## config.mk

```make
export PLATFORM = sky130hd
export DESIGN_NAME = ivt_top
export DESIGN_NICKNAME = d
export VERILOG_FILES = /design/src/rtl/ivt_pkg.sv /design/src/rtl/ivt_regs.sv /design/src/rtl/ivt_fsm.sv /design/src/rtl/ivt_counter.sv /design/src/rtl/ivt_top.sv
export SDC_FILE = /design/constraint.sdc
export NUM_CORES = 1
export LEC_CHECK = 0
export ABC_CLOCK_PERIOD_IN_PS = 1900
export BUFFER_PORTS_ARGS = -buffer_cell sky130_fd_sc_hd__buf_4
export CAP_MARGIN = 0
export CORE_MARGIN = 3
export CORE_UTILIZATION = 55
export DETAILED_ROUTE_END_ITERATION = 7
export GPL_ROUTABILITY_DRIVEN = 0
export PLACE_DENSITY = 0.85
export SYNTH_ARGS = -nofsm -noshare
export SYNTH_HDL_FRONTEND = slang
export SYNTH_HIERARCHICAL = 1
export SYNTH_SLANG_ARGS = --single-unit
```

## constraint.sdc

```tcl
create_clock -name clk -period 1.9 [get_ports clk]
set_input_delay 0.19 -clock clk [delete_from_list [all_inputs] [get_ports clk]]
set_output_delay 0.19 -clock clk [all_outputs]
set_load 0.05 [all_outputs]
```

## src/rtl/ivt_pkg.sv

```systemverilog
package ivt_pkg;
    localparam int ADDR_W = 3;

    localparam logic [ADDR_W-1:0] A_STATUS = 3'd0;
    localparam logic [ADDR_W-1:0] A_CTRL   = 3'd1;
    localparam logic [ADDR_W-1:0] A_PER_LO = 3'd2;
    localparam logic [ADDR_W-1:0] A_PER_HI = 3'd3;
    localparam logic [ADDR_W-1:0] A_SNP_LO = 3'd4;
    localparam logic [ADDR_W-1:0] A_SNP_HI = 3'd5;

    localparam int B_IEN   = 0;
    localparam int B_CONT  = 1;
    localparam int B_START = 2;
    localparam int B_STOP  = 3;

    localparam int B_TMO = 0;
    localparam int B_RUN = 1;

    typedef enum logic {
        ST_IDLE = 1'b0,
        ST_RUN  = 1'b1
    } run_state_t;
endpackage

```

## src/rtl/ivt_regs.sv

```systemverilog
module ivt_regs
    import ivt_pkg::*;
#(
    parameter int HALF_W = 16,
    localparam int CNT_W = 2 * HALF_W
) (
    input  logic              clk,
    input  logic              rst_n,
    input  logic              wr,
    input  logic [ADDR_W-1:0] addr,
    input  logic [HALF_W-1:0] wdata,
    output logic              irq_en,
    output logic              cont_mode,
    output logic              start_evt,
    output logic              stop_evt,
    output logic              status_wr,
    output logic              period_wr,
    output logic              snap_wr,
    output logic [CNT_W-1:0]  period
);
    logic ctrl_wr;

    always_comb begin
        ctrl_wr   = wr && (addr == A_CTRL);
        status_wr = wr && (addr == A_STATUS);
        period_wr = wr && ((addr == A_PER_LO) || (addr == A_PER_HI));
        snap_wr   = wr && ((addr == A_SNP_LO) || (addr == A_SNP_HI));
        start_evt = ctrl_wr && wdata[B_START];
        stop_evt  = ctrl_wr && wdata[B_STOP];
    end

    always_ff @(posedge clk or negedge rst_n) begin
        if (!rst_n) begin
            irq_en    <= 1'b0;
            cont_mode <= 1'b0;
        end else if (ctrl_wr) begin
            irq_en    <= wdata[B_IEN];
            cont_mode <= wdata[B_CONT];
        end
    end

    for (genvar h = 0; h < 2; h++) begin : g_per_half
        localparam logic [ADDR_W-1:0] HADDR = A_PER_LO + ADDR_W'(h);
        always_ff @(posedge clk or negedge rst_n) begin
            if (!rst_n) begin
                period[h*HALF_W +: HALF_W] <= '0;
            end else if (wr && (addr == HADDR)) begin
                period[h*HALF_W +: HALF_W] <= wdata;
            end
        end
    end
endmodule

```

## src/rtl/ivt_fsm.sv

```systemverilog
module ivt_fsm
    import ivt_pkg::*;
(
    input  logic clk,
    input  logic rst_n,
    input  logic start_evt,
    input  logic stop_evt,
    input  logic match,
    input  logic cont_mode,
    output logic running
);
    run_state_t state, state_nx;

    always_ff @(posedge clk or negedge rst_n) begin
        if (!rst_n) state <= ST_IDLE;
        else        state <= state_nx;
    end

    always_comb begin
        state_nx = state;
        unique case (state)
            ST_IDLE: if (start_evt && !stop_evt) state_nx = ST_RUN;
            ST_RUN:  if (stop_evt || (match && !cont_mode)) state_nx = ST_IDLE;
        endcase
    end

    always_comb begin
        running = (state == ST_RUN);
    end
endmodule

```

## src/rtl/ivt_counter.sv

```systemverilog
module ivt_counter #(
    parameter int HALF_W = 16,
    localparam int CNT_W = 2 * HALF_W
) (
    input  logic             clk,
    input  logic             rst_n,
    input  logic             running,
    input  logic             cont_mode,
    input  logic [CNT_W-1:0] period,
    input  logic             period_wr,
    input  logic             snap_wr,
    input  logic             status_wr,
    output logic [CNT_W-1:0] count,
    output logic [CNT_W-1:0] snapshot,
    output logic             match,
    output logic             timeout
);
    always_comb begin
        match = running && (count == period);
    end

    always_ff @(posedge clk or negedge rst_n) begin
        if (!rst_n) begin
            count <= '0;
        end else if (period_wr) begin
            count <= '0;
        end else if (running) begin
            if (!match)        count <= count + CNT_W'(1);
            else if (cont_mode) count <= '0;
        end
    end

    always_ff @(posedge clk or negedge rst_n) begin
        if (!rst_n)       snapshot <= '0;
        else if (snap_wr) snapshot <= count;
    end

    always_ff @(posedge clk or negedge rst_n) begin
        if (!rst_n)         timeout <= 1'b0;
        else if (match)     timeout <= 1'b1;
        else if (status_wr) timeout <= 1'b0;
    end
endmodule

```

## src/rtl/ivt_top.sv

```systemverilog
module ivt_top
    import ivt_pkg::*;
#(
    parameter int HALF_W = 16
) (
    input  logic              clk,
    input  logic              rst_n,
    input  logic [2:0]        bus_addr,
    input  logic              bus_wr,
    input  logic [HALF_W-1:0] bus_wdata,
    output logic [HALF_W-1:0] bus_rdata,
    output logic              irq
);
    localparam int CNT_W = 2 * HALF_W;

    logic             irq_en, cont_mode, start_evt, stop_evt;
    logic             status_wr, period_wr, snap_wr;
    logic             running, match, timeout;
    logic [CNT_W-1:0] period, count, snapshot;

    ivt_regs #(.HALF_W(HALF_W)) u_regs (
        .clk(clk), .rst_n(rst_n), .wr(bus_wr), .addr(bus_addr), .wdata(bus_wdata),
        .irq_en(irq_en), .cont_mode(cont_mode), .start_evt(start_evt),
        .stop_evt(stop_evt), .status_wr(status_wr), .period_wr(period_wr),
        .snap_wr(snap_wr), .period(period)
    );

    ivt_fsm u_fsm (
        .clk(clk), .rst_n(rst_n), .start_evt(start_evt), .stop_evt(stop_evt),
        .match(match), .cont_mode(cont_mode), .running(running)
    );

    ivt_counter #(.HALF_W(HALF_W)) u_cnt (
        .clk(clk), .rst_n(rst_n), .running(running), .cont_mode(cont_mode),
        .period(period), .period_wr(period_wr), .snap_wr(snap_wr),
        .status_wr(status_wr), .count(count), .snapshot(snapshot),
        .match(match), .timeout(timeout)
    );

    always_comb begin
        bus_rdata = '0;
        unique case (bus_addr)
            A_STATUS: begin
                bus_rdata[B_TMO] = timeout;
                bus_rdata[B_RUN] = running;
            end
            A_CTRL: begin
                bus_rdata[B_IEN]  = irq_en;
                bus_rdata[B_CONT] = cont_mode;
            end
            A_PER_LO: bus_rdata = period[HALF_W-1:0];
            A_PER_HI: bus_rdata = period[CNT_W-1:HALF_W];
            A_SNP_LO: bus_rdata = snapshot[HALF_W-1:0];
            A_SNP_HI: bus_rdata = snapshot[CNT_W-1:HALF_W];
            default:  bus_rdata = '0;
        endcase
    end

    always_comb begin
        irq = timeout && irq_en;
    end
endmodule

```

### Word level (Yosys, flattened, before mapping)

Index checks and enable logic that the tools add are counted.

* register bits: 100
* input port bits: 22
* logic and storage cells: 49

* $add $sub $neg: 1
* eq/ne operators: 7
* mux-type cells: 11
* bitwise logic cells: 1
* reduce and logical (&&, ||, !) cells: 21

Operators by type and width (number)
* 2-to-1 mux 32 bit: 4
* one-hot mux 14 bit (4 select lines): 1
* adder 32 x 1 -> 32 bit (second input constant): 1
* equality test 32 bit: 1
* logical AND 1 bit: 12
* one-hot mux 2 bit (6 select lines): 1
* equality test 3 x 2 -> 1 bit (second input constant): 2
* equality test 3 bit (second input constant): 2
* 2-to-1 mux 1 bit: 4
* nonzero test 2 bit: 2
* equality test 3 x 1 -> 1 bit (second input constant): 1
* logical NOT 3 bit: 1
* logical OR 1 bit: 3
* inequality test 3 bit (second input constant): 1
* logical NOT 1 bit: 2
* one-hot mux 1 bit (2 select lines): 1
* AND reduction 2 bit: 1
* inverter 1 bit: 1

### Longest topological paths before layout

* word-level depth: 7
* gate-level depth with buffers: 9

### Modules after synthesis

Netlist, hierarchy kept.

Modules (own cells, without submodules)
* ivt_counter: instances 1, cells each 332, area an instance 3524.6 um^2, sequential area each 1626.6 um^2
* ivt_regs: instances 1, cells each 79, area an instance 1342.5 um^2, sequential area each 850.8 um^2
* ivt_top: instances 1, cells each 61, area an instance 526.8 um^2, sequential area each 0.0 um^2
* ivt_fsm: instances 1, cells each 4, area an instance 41.3 um^2, sequential area each 25.0 um^2

### Least setup slack after synthesis

No wires, ideal clock.

* kind: reg2reg
* from: reg u_cnt.count[0]
* to: reg u_cnt.count[26]
* library setup time: 0.126 ns
* data arrival time: 1.900 ns
* data required time: 1.774 ns
* slack: -0.126 ns
* cell stages (with the launch flop): 8
* path buffers: 0
* period minus slack after synthesis: 2.026 ns
* cells stage by stage: dfrtp_1 -> ha_1 -> nand4_1 -> nor4_2 -> nand3_1 -> o21ai_0 -> nor2_1 -> a221o_1

* cells in the longest elaborated chain, start to end: 5
* elaborated cells between the ends (all ways): 8
* classes of those cells: 1 x add/sub; 2 x eq/ne; 3 x mux; 2 x reduce/logical

RTL lines
* start, declared: line ivt_counter.sv:13 `output logic [CNT_W-1:0] count,`
* start signal, assigned: line ivt_counter.sv:28 `if (!match) count <= count + CNT_W'(1);`
* branches (longest 5 deep; another with adder 32 x 1 -> 32 bit)

Several ways; the timed one is not identified. The select of a mux whose other input is x is not followed.
A chain may end at the register's enable or synchronous reset.

### Final worst setup path

* from: reg u_cnt.count[0]
* to: reg u_cnt.count[10]

The elaborated chain is that of the path after synthesis.

==> impl_summary.log <==
INFO  metric outcome = finished, violations left
INFO  metric failed_checks = negative setup slack
INFO  metric cp-end-kind = flop
INFO  metric placement.cell_area = 6492 um^2
INFO  metric placement_rows = 35
INFO  metric critical_path_cell_list = ha_1 -> nand4_1 -> buf_4 -> nor2_1 -> nand3_1 -> nand3_1 -> o311ai_2
INFO  metric synthDominantAreaCellType = sky130_fd_sc_hd__dfrtp_1
INFO  metric tritoncts.num_buffers = 9
INFO  metric cts.reportedPaths.clkPinSlew = 0.11 ns
INFO  metric ys_top_cells_by_area = sky130_fd_sc_hd__dfrtp_1 46%, sky130_fd_sc_hd__mux2_2 14%, sky130_fd_sc_hd__mux2i_1 5.9%
INFO  metric final_design_area_no_fill = 7116 um^2
INFO  metric syn-mean-instance-area = 11.42 um^2
INFO  metric path_delay_family = simple AND/OR/NAND/NOR gates
INFO  metric worstSetupStartpoint = u_cnt/count[0]$_DFFE_PN0P_
INFO  metric post_synth_inst_count = 476
INFO  metric finalSetupViolCount = 35
INFO  metric grt_setup_unrepaired = true
INFO  metric number_of_routed_nets_with_antenna_violations = 0
INFO  metric layout.cells.non_filler = 736
INFO  metric design.core.area = 9415 um^2
INFO  metric synth_ff_type = sky130_fd_sc_hd__dfrtp_1
INFO  metric cts-htree-levels = 3
INFO  metric worstPathRequired = 2.17 ns
INFO  metric grt.total_usage = 31.27%
INFO  metric synth-async-reset-ratio = 100.0%
INFO  metric avgRoutedWirePerCell = 25.92 um
INFO  metric first_global_vias = 4876
INFO  metric clock_latency = 0.40 ns
INFO  metric final_hold_viol_count = 0
INFO  metric postLayoutCoreUtil = 75.57%
INFO  metric cp_common_cell = sky130_fd_sc_hd__nand3_1
INFO  metric insertedDiodeCount = 0
INFO  metric layout-drive-gt1-share = 44.81%
INFO  metric max-vdd-ir-drop = 872.9 uV
INFO  metric synth_area = 5435 um^2
INFO  metric fin_crit = 2.395 ns
INFO  metric crit-reg2reg-launch = u_cnt/count[0]$_DFFE_PN0P_
INFO  metric drtPass1Iterations = 6
INFO  metric final_cell_mix = 126 x sky130_fd_sc_hd__buf_4, 99 x sky130_fd_sc_hd__dfrtp_1, 67 x sky130_fd_sc_hd__mux2_2, 32 x sky130_fd_sc_hd__mux2i_1, 32 x sky130_fd_sc_hd__xor2_1
INFO  metric slowest_stage_cell_cp = sky130_fd_sc_hd__nor2_1
INFO  metric reg2reg_slack = -0.50 ns
INFO  metric violation_count_after_the_first_detailed_route_iteration = 674
INFO  metric post_synth_cell_types = 54
INFO  metric worst_clock_skew = 0.01722 ns
INFO  metric timing.hold.worst.start = bus_wdata[8]
INFO  metric slew-limit-headroom = 47.86%
INFO  metric detail_route.drc_violations = 0
INFO  metric numPortBuffers = 38
INFO  metric yosys_warnings = 6
INFO  metric final_critical_path_setup_slack = -0.4953 ns
INFO  metric synth-seq-area-share = 46.04%
INFO  metric holdCritPathClass = in -> reg
INFO  metric dpl.cell_count = 706
INFO  metric final.setup.tns = -11.53 ns
INFO  metric hpwl = 10410 um
INFO  metric grt_antenna_before_repair = 0
INFO  metric final_nets = 626
INFO  metric syn_nets = 499
INFO  metric dieWidth = 105.4 um
INFO  metric cp-start-kind = flop
INFO  metric tritoncts_num_sinks = 100
INFO  metric area.growth.synth_to_final = 30.92%
INFO  metric ctsLongestPathBuffers = 2
INFO  metric pin_count_of_the_biggest_net_entering_global_routing = 101
INFO  metric die-area = 11110 um^2
INFO  metric finalCritPeriodShare = 126.1%
INFO  metric p_total = 6.139 mW
INFO  metric cts_tree = built
INFO  metric clock.fmax = 0.4175 GHz
INFO  metric final-max-slew-violation-count = 0
INFO  metric worstMarginPinSlew = 0.7792 ns
INFO  metric yosysTopAreaCellShare = 46.04%
INFO  metric grt_pass1_wl = 26680 um
INFO  metric route.detailed.vias_per_inst = 6.787
INFO  metric mostFrequentLayoutCell = sky130_fd_sc_hd__buf_4
INFO  metric detailedPlace.worstSlack = -0.3759 ns
INFO  metric num_vias = 4995
INFO  metric cp.buffers_inverters = 1
INFO  metric ctsRootBufferMaster = sky130_fd_sc_hd__clkbuf_8
INFO  metric power.density_cell_area = 862.8 nW/um^2
INFO  metric grt_remaining_overflow = 0
INFO  metric ioPinCount = 39
INFO  metric fillCellCount = 533
INFO  metric timing.critical_path.slowest_cell_delay = 0.46 ns
INFO  metric start_util = 57.73%
INFO  metric cap_violations = 0
INFO  metric p_leak = 3.541 nW
INFO  metric postRouteWirelength = 19080 um
INFO  metric yosys_register_bits = 100
INFO  metric synth_enable_flop_cells = 0
INFO  metric timing_worst_setup_path_type = reg -> reg
INFO  metric die_height = 105.4 um
INFO  metric arrival = 2.67 ns
INFO  metric hold_ws = 0.03026 ns
INFO  metric worst_path_maximum_fanout = 4
path summary, 6_finish.rpt:
path | to | cells past startpoint
min | u_regs/period[24]$_DFFE_PN0P_ | 2
min reg2reg | u_cnt/snapshot[18]$_DFFE_PN0P_ | 1
max | u_cnt/count[10]$_DFFE_PN0P_ | 7
max reg2reg | u_cnt/count[10]$_DFFE_PN0P_ | 7
min in group asynchronous | u_cnt/count[30]$_DFFE_PN0P_ | 3
max in group asynchronous | u_cnt/snapshot[19]$_DFFE_PN0P_ | 3
kinds of logic (layout without fill, tap and decap cells):
group / count (synthesis) / after routing / synth area share (%)
simple gates: 139 / 139 / 14.96
mux: 100 / 100 / 20.19
flops: 100 / 100 / 46.04
compound gates: 63 / 63 / 8.702
buf+inv: 38 / 169 / 4.236
xor+xnor: 35 / 35 / 5.640
fa+ha+maj: 1 / 1 / 0.2302
per-layer routing:
| metal | routed length, um | vias to the layer above | track usage, % |
|---|---|---|---|
| met3 | 1981 | 143 | 6.920 |
| met4 | 1419 | 0 | 15.93 |
| met2 | 9000 | 443 | 51.73 |
| met1 | 6678 | 2389 | 38.42 |
| met5 | 0 | - | 0 |
| li1 | - | 2020 | - |
timing repair:
item                       4_1_cts  5_1_grt
hold endpoints to repair       100        0
setup endpoints to repair       35       36
hold buffers                     1        0
buffers inserted                 9        6
gates resized for setup         32       24
pin swaps                        8       20
cloned                           2        2
flip-flops by register name, summed over array words and instances, names as in the netlist:
signal            cells
u_fsm/running         1
u_cnt/timeout         1
u_cnt/snapshot       32
u_regs/irq_en         1
u_regs/period        32
u_regs/cont_mode      1
u_cnt/count          32
cell type report:
type	instances	area [um^2]	share of cell area, %
clock buffers	10	137.6	1.934
clock inverters	5	61.31	0.8616
inverters	7	26.28	0.3693
multi-input cells	338	2914	40.95
flip-flops and latches	100	2504	35.19
well taps	129	161.4	2.268
repair buffers	147	1311	18.43
report_power, final:
group	total [mW]	switching [mW]	internal [mW]
combinational	2.08	1.07	1.01
clock	1.43	0.789	0.645
sequential	2.62	0.252	2.37
synthesized netlist by cell type (all sizes together) (2+ instances only):
master,count
xor2,34
and4bb,2
and3b,2
nand4b,2
nor3,7
nor2b,2
and2,6
mux2i,32
a221o,7
or3,8
inv,7
dfrtp,100
and3,13
o22ai,16
a21oi,4
o21a,2
o21ai,10
mux2,67
a22o,4
nand4,10
o311ai,2
buf,25
nor2,13
and4,2
a21o,10
nand2b,2
nand3,28
clkbuf,6
o21bai,3
nand2,25
nor4,12
Note: power is estimated with default switching activity, not from simulation.
